### src/rtl/pwm2ch_pkg.sv
package pwm2ch_pkg;

  typedef enum logic [1:0] {
    CM_OFF    = 2'd0,
    CM_TOGGLE = 2'd1,
    CM_NONINV = 2'd2,
    CM_INV    = 2'd3
  } cmp_mode_e;

  localparam int NUM_CH  = 2;
  localparam int NUM_FLG = NUM_CH + 1;

  // Divider select to log2 of the division ratio; unused codes map to 0
  // and are treated as "stopped" by the prescaler.
  function automatic logic [3:0] sel_to_shift(input logic [2:0] sel);
    case (sel)
      3'd1:    return 4'd0;
      3'd2:    return 4'd3;
      3'd3:    return 4'd6;
      3'd4:    return 4'd8;
      3'd5:    return 4'd10;
      default: return 4'd0;
    endcase
  endfunction

  function automatic logic sel_runs(input logic [2:0] sel);
    return (sel >= 3'd1) && (sel <= 3'd5);
  endfunction

endpackage

### src/rtl/pwm2ch_prescaler.sv
module pwm2ch_prescaler
  import pwm2ch_pkg::*;
#(
  parameter int PS_W = 10
) (
  input  logic       clk,
  input  logic       rst_n,
  input  logic [2:0] sel,
  output logic       tick
);

  logic [PS_W-1:0] div_cnt;
  logic [PS_W-1:0] mask;
  logic [3:0]      shift;
  logic            run;

  assign run   = sel_runs(sel);
  assign shift = sel_to_shift(sel);

  // Low 'shift' bits set: tick when those bits of the running count are all ones.
  always_comb begin
    for (int i = 0; i < PS_W; i++) begin
      mask[i] = (i < int'(shift));
    end
  end

  assign tick = run && ((div_cnt & mask) == mask);

  always_ff @(posedge clk) begin
    if (!rst_n || !run) begin
      div_cnt <= '0;
    end else begin
      div_cnt <= div_cnt + 1'b1;
    end
  end

endmodule

### src/rtl/pwm2ch_counter.sv
module pwm2ch_counter #(
  parameter int W = 8
) (
  input  logic         clk,
  input  logic         rst_n,
  input  logic         tick,
  input  logic [W-1:0] top,
  output logic [W-1:0] cnt,
  output logic         at_top
);

  assign at_top = tick && (cnt == top);

  always_ff @(posedge clk) begin
    if (!rst_n) begin
      cnt <= '0;
    end else if (tick) begin
      cnt <= (cnt == top) ? '0 : cnt + 1'b1;
    end
  end

endmodule

### src/rtl/pwm2ch_channel.sv
module pwm2ch_channel
  import pwm2ch_pkg::*;
#(
  parameter int W          = 8,
  parameter bit CAN_TOGGLE = 1'b0
) (
  input  logic         clk,
  input  logic         rst_n,
  input  logic         tick,
  input  logic         at_top,
  input  logic [W-1:0] cnt,
  input  logic         wr_en,
  input  logic [W-1:0] wr_data,
  input  cmp_mode_e    mode,
  input  logic         alt_wave,
  input  logic         out_en,
  output logic [W-1:0] cmp_act,
  output logic         wave,
  output logic         pin,
  output logic         match
);

  logic [W-1:0] cmp_buf;
  logic         toggle_ok;
  logic         connected;
  logic         wave_nxt;

  // Holding register and active copy; copy uses the value held before any
  // write landing in the same cycle.
  always_ff @(posedge clk) begin
    if (!rst_n) begin
      cmp_buf <= '0;
      cmp_act <= '0;
    end else begin
      if (wr_en)  cmp_buf <= wr_data;
      if (at_top) cmp_act <= cmp_buf;
    end
  end

  assign match     = tick && (cnt == cmp_act);
  assign toggle_ok = CAN_TOGGLE && alt_wave && (mode == CM_TOGGLE);
  assign connected = (mode == CM_NONINV) || (mode == CM_INV) || toggle_ok;

  // Wrap action has priority over match action so boundary values give
  // constant levels.
  always_comb begin
    wave_nxt = wave;
    unique case (mode)
      CM_NONINV: begin
        if (at_top)     wave_nxt = 1'b1;
        else if (match) wave_nxt = 1'b0;
      end
      CM_INV: begin
        if (at_top)     wave_nxt = 1'b0;
        else if (match) wave_nxt = 1'b1;
      end
      CM_TOGGLE: begin
        if (toggle_ok && match) wave_nxt = ~wave;
      end
      default: wave_nxt = wave;
    endcase
  end

  always_ff @(posedge clk) begin
    if (!rst_n) wave <= 1'b0;
    else        wave <= wave_nxt;
  end

  assign pin = out_en && connected && wave;

endmodule

### src/rtl/pwm2ch_flags.sv
module pwm2ch_flags #(
  parameter int N = 3
) (
  input  logic         clk,
  input  logic         rst_n,
  input  logic [N-1:0] set,
  input  logic [N-1:0] clr,
  output logic [N-1:0] flags
);

  always_ff @(posedge clk) begin
    if (!rst_n) flags <= '0;
    else        flags <= (flags & ~clr) | set;
  end

endmodule

### src/rtl/pwm2ch_timer.sv
module pwm2ch_timer
  import pwm2ch_pkg::*;
#(
  parameter int CNT_W = 8,
  parameter int PS_W  = 10
) (
  input  logic             clk,
  input  logic             rst_n,
  input  logic [2:0]       presc_sel,
  input  logic             alt_wave,
  input  logic [1:0]       mode_a,
  input  logic [1:0]       mode_b,
  input  logic             oe_a,
  input  logic             oe_b,
  input  logic             cmp_a_wr,
  input  logic [CNT_W-1:0] cmp_a_data,
  input  logic             cmp_b_wr,
  input  logic [CNT_W-1:0] cmp_b_data,
  input  logic [2:0]       flag_clr,
  output logic [CNT_W-1:0] count,
  output logic             wave_a,
  output logic             wave_b,
  output logic             pin_a,
  output logic             pin_b,
  output logic [2:0]       flags
);

  localparam logic [CNT_W-1:0] MAX_VAL = '1;

  logic             tick;
  logic             at_top;
  logic [CNT_W-1:0] top_val;
  logic [CNT_W-1:0] act_a;
  logic [CNT_W-1:0] act_b;

  logic [NUM_CH-1:0] ch_wr;
  logic [NUM_CH-1:0] ch_oe;
  logic [NUM_CH-1:0] ch_wave;
  logic [NUM_CH-1:0] ch_pin;
  logic [NUM_CH-1:0] ch_match;
  logic [CNT_W-1:0]  ch_data [NUM_CH];
  logic [CNT_W-1:0]  ch_act  [NUM_CH];
  cmp_mode_e         ch_mode [NUM_CH];

  assign ch_wr      = {cmp_b_wr, cmp_a_wr};
  assign ch_oe      = {oe_b, oe_a};
  assign ch_data[0] = cmp_a_data;
  assign ch_data[1] = cmp_b_data;
  assign ch_mode[0] = cmp_mode_e'(mode_a);
  assign ch_mode[1] = cmp_mode_e'(mode_b);

  assign act_a   = ch_act[0];
  assign act_b   = ch_act[1];
  assign top_val = alt_wave ? act_a : MAX_VAL;

  pwm2ch_prescaler #(.PS_W(PS_W)) u_presc (
    .clk  (clk),
    .rst_n(rst_n),
    .sel  (presc_sel),
    .tick (tick)
  );

  pwm2ch_counter #(.W(CNT_W)) u_cnt (
    .clk   (clk),
    .rst_n (rst_n),
    .tick  (tick),
    .top   (top_val),
    .cnt   (count),
    .at_top(at_top)
  );

  for (genvar i = 0; i < NUM_CH; i++) begin : g_ch
    pwm2ch_channel #(.W(CNT_W), .CAN_TOGGLE(i == 0)) u_ch (
      .clk     (clk),
      .rst_n   (rst_n),
      .tick    (tick),
      .at_top  (at_top),
      .cnt     (count),
      .wr_en   (ch_wr[i]),
      .wr_data (ch_data[i]),
      .mode    (ch_mode[i]),
      .alt_wave(alt_wave),
      .out_en  (ch_oe[i]),
      .cmp_act (ch_act[i]),
      .wave    (ch_wave[i]),
      .pin     (ch_pin[i]),
      .match   (ch_match[i])
    );
  end

  assign wave_a = ch_wave[0];
  assign wave_b = ch_wave[1];
  assign pin_a  = ch_pin[0];
  assign pin_b  = ch_pin[1];

  pwm2ch_flags #(.N(NUM_FLG)) u_flags (
    .clk  (clk),
    .rst_n(rst_n),
    .set  ({ch_match, at_top}),
    .clr  (flag_clr),
    .flags(flags)
  );

endmodule

### config.mk
export PLATFORM = sky130hd
export DESIGN_NAME = pwm2ch_timer
export DESIGN_NICKNAME = d
export VERILOG_FILES = /design/src/rtl/pwm2ch_pkg.sv /design/src/rtl/pwm2ch_prescaler.sv /design/src/rtl/pwm2ch_counter.sv /design/src/rtl/pwm2ch_channel.sv /design/src/rtl/pwm2ch_flags.sv /design/src/rtl/pwm2ch_timer.sv
export SDC_FILE = /design/constraint.sdc
export NUM_CORES = 1
export LEC_CHECK = 0
export ABC_AREA = 1
export BUFFER_PORTS_ARGS = -buffer_cell sky130_fd_sc_hd__buf_2
export CAP_MARGIN = 20
export CORE_MARGIN = 4
export CORE_UTILIZATION = 51
export DETAILED_ROUTE_END_ITERATION = 12
export PLACE_DENSITY = 0.82
export SLEW_MARGIN = 30
export SYNTH_ARGS = -nofsm -noshare
export SYNTH_HDL_FRONTEND = slang
export SYNTH_HIERARCHICAL = 1
export SYNTH_SLANG_ARGS = --single-unit
### constraint.sdc
create_clock -name clk -period 2.6 [get_ports clk]
set_input_delay 0 -clock clk [delete_from_list [all_inputs] [get_ports clk]]
set_output_delay 0 -clock clk [all_outputs]
set_load 0.005 [all_outputs]
==> qor.txt <==
ys flop type = dfxtp_1
kind of critical path = reg2reg
maximum vdd drop = 355.2 uV
Nets = 552
clock buffer count from CTS = 5
Pre-antenna DRT Iters = 5
Seq/Total Area, Yosys = 0.3801
Synth cell types = 33
Die X = 83.36 um
die area = 6949 um2
max-slew violation count = 0
Worst Path Required = 2850 ps
routed wire length = 6815 um
diode count = 0
Initial Util = 0.5260
CTS tree = built
Synth Warn # = 6
DRC viols = 0
PnR worst setup slack = 281.1 ps
I/O Pins = 48
vias in the first global route = 2760
status = finished clean
CP max stage cell = dfxtp_1
CP cell instances = nand2_1 > nor2_1 > nand2_1 > nand2_1 > nand2_1 > nor2_1 > inv_1 > a21oi_1 > nand3_1 > nor2_1 > buf_4 > inv_1 > o21ai_0 > a21oi_1 > nor2_1
Synth area leaders = dfxtp_1, nand2_1, nor2_1
DR vias = 2926
Post-Syn Nets = 478
Inst Count DP = 562
Post-Route Utilization = 0.6396
Multi-input gate area = 1488 um2
fill cell count = 501
CP max FO = 16
CTS max path bufs = 2
count of input and output buffers = 47
H-Tree Depth = 2
largest net degree at the start of global routing = 39
core area = 5507 um2
CP Capture Type = flip-flop
hpwl dp = 5093 um
Worst Setup Start Kind = flip-flop
Gate Count Post-Synth = 443
Setup TNS Final = 0 ps
WL/cell = 11.55 um
Final Hold Viols = 0
Slew Limit Headroom = 0.6469
Area growth, synth to finish = 21.60%
EDFF count, synth = 0
GP Congestion = 0.8903
Yosys top cell area share = 0.3801
Layout Cells excl Fill = 590
Worst-Margin Slew = 529.7 ps
Root Buffer = clkbuf_8
PD cells = 428.7 nW/um2
crit path DAT = 2570 ps
Critical Path Max Stage Delay = 430 ps
crit path time final = 2319 ps
clk_lat worst skew = 310 ps
row count = 27
CTS Sinks = 55
Reg clk slew, reported paths = 90 ps
Post-synth ARST share = 0
global-route wire length before repair = 11940 um
period utilization = 0.8919
Starting DRT DRC Count = 155
setup bufs post-CTS = 0
worst min path class = in2reg
Global Route Usage Sum = 0.2047
post-place setup slack = 358.5 ps
Max Clk Rate = 0.4312 GHz
GRT overflow = 0
Die Ht = 83.36 um
RSZ-0062 raised after global routing = false
layout cells sized above 1 = 0.1776
DRT antenna net count = 0
final setup fails = 0
area leader, netlist = dfxtp_1
Via density = 4.959
max_cap viols = 0
Reg area = 1101 um2
Mapped Area = 2897 um2
initial antenna violation count = 0
Post-Syn Area per Cell = 6.538 um2
Pleak = 1.635 nW
final clock skew = 4.418 ps
number of synthesized register bits = 55
synth_stat cells (all sizes together), types with 2 or more instances:
master and count:
a21oi 28, buf 5, dfxtp 55, ha 2, inv 76, nand2 104
nand3 16, nand4 9, nor2 85, nor3 3, nor4 2, o21ai 35
or2 6, xnor2 6, xor2 3
cells in the final DEF, fill, tap and decap left out, drive strengths merged:
master / instances
o21ai: 35
or2: 6
xnor2: 6
nand4: 9
clkinvlp: 1
nor3b: 1
dlygate4sd3: 20
nor4: 2
nand3: 16
o21bai: 1
inv: 76
dfxtp: 55
buf: 52
o2111ai: 1
nand2: 104
ha: 2
and3: 1
a21oi: 28
clkbuf: 6
clkinv: 1
o211ai: 1
nand3b: 1
a21boi: 1
xor2: 3
o22ai: 1
nor2: 85
nor3: 3
final timing paths:
| kind | from | endpoint | slack, ps | depth (start not counted) |
|---|---|---|---|---|
| min | cmp_a_wr | g_ch[0].u_ch/cmp_buf[0] | 40 | 3 |
| max | u_presc/div_cnt[3] | g_ch[0].u_ch/wave | 280 | 15 |
| min reg2reg | u_flags/flags[2] | u_flags/flags[2] | 470 | 2 |
| max reg2reg | u_presc/div_cnt[3] | g_ch[0].u_ch/wave | 280 | 15 |
layer usage:
metal / vias to the layer above / GRT usage / part of all wire
li1: 1527 / - / -
met1: 1316 / 0.2525 / 0.45
met2: 73 / 0.3542 / 0.48
met3: 10 / 0.04067 / 0.049
met4: 0 / 0.06984 / 0.017
met5: - / 0 / 0
critical path, delay by kind of cell (launching register included):
family | cells | cell delay, ps
DFF | 1 | 430
buffers and inverters | 3 | 410
and+or+nand+nor | 9 | 1020
AOI/OAI and AO/OA | 3 | 390
power by group:
part           switching [mW]  total, mW  leakage (nW)  internal, mW
Sequential             0.0170      0.882         0.448         0.865
Clock                   0.266      0.455        0.0412         0.189
Combinational          0.0916      0.173          1.15        0.0814
Total                   0.374       1.51          1.63          1.14
logic make-up after synthesis:
logic type / share of synthesized area
adder cells (fa/ha/maj): 0.008638
AO/OA/AOI/OAI: 0.1283
flip-flops: 0.3801
buffers and inverters: 0.1063
AND/OR/NAND/NOR: 0.3469
XOR/XNOR: 0.02981
per-stage QoR:
| stage | area, um2 | hold slack [ps] | total power, mW |
|---|---|---|---|
| floorplan | 2897 | 84.70 | 0.9893 |
| global placement | 3237 | 222.9 | 1.044 |
| detailed placement | 3237 | 228.7 | 1.050 |
| CTS | 3522 | 26.96 | 1.524 |
| global route | 3522 | 46.86 | 1.588 |
| finish | 3522 | 43.90 | 1.510 |
registers in the layout, indices dropped and copies added (netlist names):
signal / count
u_cnt/cnt: 8
g_ch.u_ch/cmp_buf: 16
u_flags/flags: 3
u_presc/div_cnt: 10
g_ch.u_ch/wave: 2
g_ch.u_ch/cmp_act: 16
area by class of cell:
cell class	count	area share
Multi-Input combinational cell	307	0.4224
Sequential cell	55	0.3126
Timing Repair Buffer	72	0.1343
Inverter	76	0.08099
Tap cell	72	0.02558
Clock buffer	6	0.02060
Clock inverter	2	0.003552
repair_timing:
item	in CTS	in global routing
setup endpoints to repair	0	1
hold endpoints to repair	20	0
gates resized for setup	0	1
hold buffers	20	0
(Power assumes the default switching activity.)
